$ cat src/rtl/lvd_pkg.sv
package lvd_pkg;
  localparam int REG_W = 8;

  localparam int BIT_FLAG = 7;
  localparam int BIT_ACK  = 6;
  localparam int BIT_IE   = 5;
  localparam int BIT_RE   = 4;
  localparam int BIT_SE   = 3;
  localparam int BIT_EN   = 2;
  localparam int BIT_RSV  = 1;
  localparam int BIT_BG   = 0;

  localparam logic [REG_W-1:0] RESET_VAL = 8'h1C;

  typedef struct packed {
    logic wrAny;
    logic wrFirst;
    logic ackWr;
    logic rdEn;
  } ctl_strobes_t;
endpackage

$ cat src/rtl/lvd_ctrl.sv
module lvd_ctrl
  import lvd_pkg::*;
(
  input  logic         clk,
  input  logic         rstN,
  input  logic         sel,
  input  logic         wrStb,
  input  logic         rdStb,
  input  logic         ackBit,
  output ctl_strobes_t strobes
);
  logic locked;
  logic wrHit;

  assign wrHit = sel & wrStb;

  always_ff @(posedge clk or negedge rstN) begin
    if (!rstN) locked <= 1'b0;
    else if (wrHit) locked <= 1'b1;
  end

  always_comb begin
    strobes.wrAny   = wrHit;
    strobes.wrFirst = wrHit & ~locked;
    strobes.ackWr   = wrHit & ackBit;
    strobes.rdEn    = sel & rdStb;
  end

  // once any write has landed, the lock holds until reset
  assert_lock_sticky_R9: assert property (@(posedge clk) disable iff (!rstN)
    wrHit |=> !strobes.wrFirst);
endmodule

$ cat src/rtl/lvd_datapath.sv
module lvd_datapath
  import lvd_pkg::*;
#(
  parameter int SYNC_STAGES = 2
) (
  input  logic             clk,
  input  logic             rstN,
  input  ctl_strobes_t     strobes,
  input  logic [REG_W-1:0] wrData,
  input  logic             lowVoltAsync,
  input  logic             stopMode,
  output logic [REG_W-1:0] rdData,
  output logic             irqReq,
  output logic             rstReq,
  output logic             detectEn,
  output logic             bgBufEn
);
  localparam int LAST = SYNC_STAGES - 1;

  logic [SYNC_STAGES-1:0] syncChain;
  logic intEn, resetEn, stopEn, masterEn, bgEn, flag;
  logic detActive, setCond, flagVis;
  logic unusedWrBits;

  assign unusedWrBits = wrData[BIT_FLAG] ^ wrData[BIT_RSV] ^ wrData[BIT_ACK];

  genvar gi;
  generate
    for (gi = 0; gi < SYNC_STAGES; gi++) begin : gSync
      if (gi == 0) begin : gFirst
        always_ff @(posedge clk or negedge rstN) begin
          if (!rstN) syncChain[0] <= 1'b0;
          else       syncChain[0] <= lowVoltAsync;
        end
      end else begin : gNext
        always_ff @(posedge clk or negedge rstN) begin
          if (!rstN) syncChain[gi] <= 1'b0;
          else       syncChain[gi] <= syncChain[gi-1];
        end
      end
    end
  endgenerate

  assign detActive = masterEn & (~stopMode | stopEn);
  assign setCond   = detActive & syncChain[LAST];

  always_ff @(posedge clk or negedge rstN) begin
    if (!rstN)               flag <= 1'b0;
    else if (setCond)        flag <= 1'b1;
    else if (strobes.ackWr)  flag <= 1'b0;
  end

  always_ff @(posedge clk or negedge rstN) begin
    if (!rstN) begin
      intEn    <= RESET_VAL[BIT_IE];
      resetEn  <= RESET_VAL[BIT_RE];
      stopEn   <= RESET_VAL[BIT_SE];
      masterEn <= RESET_VAL[BIT_EN];
      bgEn     <= RESET_VAL[BIT_BG];
    end else if (strobes.wrAny) begin
      intEn  <= wrData[BIT_IE];
      stopEn <= wrData[BIT_SE];
      bgEn   <= wrData[BIT_BG];
      if (strobes.wrFirst) begin
        resetEn  <= wrData[BIT_RE];
        masterEn <= wrData[BIT_EN];
      end
    end
  end

  assign flagVis = flag & masterEn;

  always_comb begin
    rdData = '0;
    if (strobes.rdEn) begin
      rdData[BIT_FLAG] = flagVis;
      rdData[BIT_IE]   = intEn;
      rdData[BIT_RE]   = resetEn;
      rdData[BIT_SE]   = stopEn;
      rdData[BIT_EN]   = masterEn;
      rdData[BIT_BG]   = bgEn;
    end
  end

  assign irqReq   = intEn & flagVis;
  assign rstReq   = resetEn & flagVis;
  assign detectEn = masterEn;
  assign bgBufEn  = bgEn;

  // flag is sticky without an acknowledge
  assert_flag_sticky_R3: assert property (@(posedge clk) disable iff (!rstN)
    flag && !strobes.ackWr |=> flag);
  // active detection with the synchronized input high wins over an acknowledge
  assert_set_wins_R5: assert property (@(posedge clk) disable iff (!rstN)
    masterEn && (!stopMode || stopEn) && syncChain[LAST] |=> flag);
  // STOP with the stop enable off cannot set the flag
  assert_stop_block_R8: assert property (@(posedge clk) disable iff (!rstN)
    stopMode && !stopEn && !flag |=> !flag);
  // locked writes leave the protected bits alone
  assert_locked_bits_R9: assert property (@(posedge clk) disable iff (!rstN)
    strobes.wrAny && !strobes.wrFirst |=> $stable(resetEn) && $stable(masterEn));
  // detector off means the flag cannot rise
  assert_master_off_R11: assert property (@(posedge clk) disable iff (!rstN)
    !masterEn && !flag |=> !flag);
endmodule

$ cat src/rtl/lvd_status_ctrl.sv
module lvd_status_ctrl
  import lvd_pkg::*;
#(
  parameter int SYNC_STAGES = 2
) (
  input  logic       clk,
  input  logic       rstN,
  input  logic       sel,
  input  logic       wrStb,
  input  logic [7:0] wrData,
  input  logic       rdStb,
  output logic [7:0] rdData,
  input  logic       lowVoltAsync,
  input  logic       stopMode,
  output logic       irqReq,
  output logic       rstReq,
  output logic       detectEn,
  output logic       bgBufEn
);
  ctl_strobes_t strobes;

  lvd_ctrl uCtrl (
    .clk     (clk),
    .rstN    (rstN),
    .sel     (sel),
    .wrStb   (wrStb),
    .rdStb   (rdStb),
    .ackBit  (wrData[BIT_ACK]),
    .strobes (strobes)
  );

  lvd_datapath #(.SYNC_STAGES(SYNC_STAGES)) uDp (
    .clk          (clk),
    .rstN         (rstN),
    .strobes      (strobes),
    .wrData       (wrData),
    .lowVoltAsync (lowVoltAsync),
    .stopMode     (stopMode),
    .rdData       (rdData),
    .irqReq       (irqReq),
    .rstReq       (rstReq),
    .detectEn     (detectEn),
    .bgBufEn      (bgBufEn)
  );

  // a reset request never appears with the detector off
  assert_rst_needs_en_R7: assert property (@(posedge clk) disable iff (!rstN)
    rstReq |-> detectEn);
endmodule

$ cat config.mk
export PLATFORM = sky130hd
export DESIGN_NAME = lvd_status_ctrl
export DESIGN_NICKNAME = d
export VERILOG_FILES = /design/src/rtl/lvd_pkg.sv /design/src/rtl/lvd_ctrl.sv /design/src/rtl/lvd_datapath.sv /design/src/rtl/lvd_status_ctrl.sv
export SDC_FILE = /design/constraint.sdc
export NUM_CORES = 1
export LEC_CHECK = 0
export ABC_AREA = 1
export ABC_CLOCK_PERIOD_IN_PS = 1800
export BUFFER_PORTS_ARGS = -buffer_cell sky130_fd_sc_hd__buf_2
export CELL_PAD_IN_SITES_DETAIL_PLACEMENT = 1
export CELL_PAD_IN_SITES_GLOBAL_PLACEMENT = 2
export CORE_MARGIN = 1.5
export CORE_UTILIZATION = 22
export CTS_BUF_LIST = sky130_fd_sc_hd__clkbuf_16
export CTS_CLUSTER_DIAMETER = 50
export CTS_CLUSTER_SIZE = 28
export DETAILED_ROUTE_END_ITERATION = 16
export PLACE_DENSITY = 0.85
export RECOVER_POWER = 25
export SYNTH_ARGS = -nofsm -noshare
export SYNTH_HDL_FRONTEND = slang
export SYNTH_SLANG_ARGS = --single-unit
$ cat constraint.sdc
create_clock -name clk -period 1.8 [get_ports clk]
set_input_delay 0.36 -clock clk [delete_from_list [all_inputs] [get_ports clk]]
set_output_delay 0.36 -clock clk [all_outputs]
set_load 0.02 [all_outputs]
==> flow_summary.json <==
{
  "dp.cells": 101,
  "ir_worst_vdd_uv": 323,
  "cp_slowest_stage_delay_ps": 370,
  "gp_congestion": 0.763,
  "maxCapViolations": 0,
  "grt_usage": 0.108,
  "synth_top_area_frac": 0.336,
  "rrSetupSlack_ps": 940,
  "pin_count": 27,
  "post-cts-setup-buffers": 0,
  "multiInputGateArea_um2": 159,
  "required_ps": 1440,
  "area_growth_pct": 44.3,
  "dieArea_mm2": 0.00231,
  "grt_pass1_wl_mm": 1.67,
  "cts_buffers": 3,
  "synthesis.area_um2": 447,
  "fillCellCount": 254,
  "crit_fanout": 9,
  "seq_area_um2": 229,
  "postPlaceCellArea_um2": 561,
  "status": "finished clean",
  "startpoint_type": "input pin",
  "drc": 0,
  "clk_latency_ps": 230,
  "crit_buf_inv": 2,
  "coreArea_mm2": 0.00194,
  "cts_tree": "built",
  "vias": 418,
  "hpwl_um": 843,
  "cts_sinks": 9,
  "path_class": "input pin to output pin",
  "grt_overflow": 0,
  "hold_path_class": "input pin to flop",
  "synth_area_leader_cell": "dfrtp_1",
  "synth-seq-cells": 9,
  "clock_path_buffers": 2,
  "ant_nets": 0,
  "die_w_um": 48.1,
  "fin_crit_ps": 1530,
  "grt_pass1_vias": 382,
  "end_kind": "output pin",
  "dr.pass1.iters": 4,
  "yosysSeqAreaShare": 0.513,
  "yosys-top-cells-area": "dfrtp_1 34%, dfstp_2 18%, nand2_1 14%",
  "diodes": 0,
  "final_cell_mix": "20 x buf_2, 18 x nand2_1, 8 x inv_1, 8 x nor2_1, 6 x dfrtp_1",
  "timing.final.ws_setup_ps": 272,
  "cp_slowest_cell": "clkbuf_1",
  "start_util": 0.230,
  "skew_ps": 1.09,
  "clk_pin_slew_ps": 40,
  "layout_commonest_cell": "buf_2",
  "place_ws_ps": 489,
  "num_rows": 16,
  "synth_warnings": 0,
  "drive_above_1_share": 0.354,
  "fmax_mhz": 654,
  "setup_viol": 0,
  "leakage_nw": 0.357,
  "io_buffers": 22,
  "cts-root-buf": "clkbuf_16",
  "slew_violations": 0,
  "finalCritPeriodShare": 0.849,
  "drt_wl_total_mm": 1.13,
  "drt_iter0_markers": 6,
  "critPathTopFamily": "buffers and inverters",
  "drt-wirelength-per-cell_um": 10.7,
  "nets": 95,
  "finalHoldViolCount": 0,
  "grt_start_max_net_pins": 10,
  "postLayoutCellArea_um2": 644,
  "viasPerCell": 3.94,
  "antenna_found_initial": 0,
  "path_cells": "clkbuf_1, nand2_4, nor2_1, buf_2",
  "htreeDepth": 1,
  "fin_cells": 106,
  "rsz0062_at_grt": "false",
  "fp.dieH_um": 48.1,
  "avgSynthCellArea_um2": 8.12,
  "fin_tns_setup_ps": 0,
  "synth_cell_types": 13,
  "hold_slack_ps": 234,
  "p_per_area_mw_per_mm2": 1030,
  "cp_data_arrival_time_ps": 1170,
  "synthCells": 55
}
==> final timing paths <==
path / depth (start not counted) / startpoint / to
max: 4 / sel / rdData[3]
min: 1 / lowVoltAsync / uDp.syncChain[0]
max reg2reg: 4 / uDp.detectEn / uDp.flag
min reg2reg: 0 / uDp.syncChain[0] / uDp.syncChain[1]
max in group asynchronous: 2 / rstN / uDp.resetEn
min in group asynchronous: 2 / rstN / uDp.syncChain[1]
==> sequential cells by signal, summed over array words and instances (netlist names) <==
name           flops
uCtrl.locked       1
uDp.bgBufEn        1
uDp.detectEn       1
uDp.flag           1
uDp.intEn          1
uDp.resetEn        1
uDp.stopEn         1
uDp.syncChain      2
==> power breakdown <==
part	internal, mW	leakage, nW	switching [mW]	total, mW
logic	0.0218	0.213	0.0409	0.0627
registers	0.216	0.102	0.00566	0.222
clock network	0.290	0.0423	0.0914	0.381
==> final cells by class <==
type / count / area share
clock buffer: 3 / 0.117
clock inverter: 1 / 0.00583
inverter: 7 / 0.0408
multi-input combinational: 36 / 0.247
sequential: 9 / 0.355
tap: 27 / 0.0524
timing repair buffer: 23 / 0.183
==> routing by layer <==
layer  global-route usage  routed length, µm  part of all wire
met5                    0                  0                 0
met4               0.0486                 17             0.015
met3               0.0264                 96             0.085
met2                0.189                569              0.50
met1                0.122                445              0.39
==> through the flow <==
step / power [mW] / util
after detailed placement: 0.288 / 0.289
after CTS: 0.676 / 0.334
after floorplan: 0.265 / -
after global routing: 0.694 / 0.332
final: 0.666 / 0.332
after global placement: 0.286 / 0.289
==> cells by family after synthesis <==
family,share of synthesized area
buffers and inverters,0.134
DFF,0.513
other,0.00840
and+or+nand+nor,0.345
==> synth_stat cells <==
master / n
nand4_1: 2
nand3_1: 4
buf_6: 1
buf_4: 3
nand2_4: 1
nand2_1: 17
inv_1: 7
conb_1: 1
nor2_1: 8
dfstp_2: 3
nand3_2: 1
dfrtp_1: 6
nand2_2: 1
==> timing repair <==
| item | 4_1_cts | 5_1_grt |
|---|---|---|
| hold buffers | 1 | 0 |
| resized for setup | 0 | 0 |
| endpoints found under the hold margin | 6 | 0 |
No activity file was read; power rests on OpenSTA's default activity.
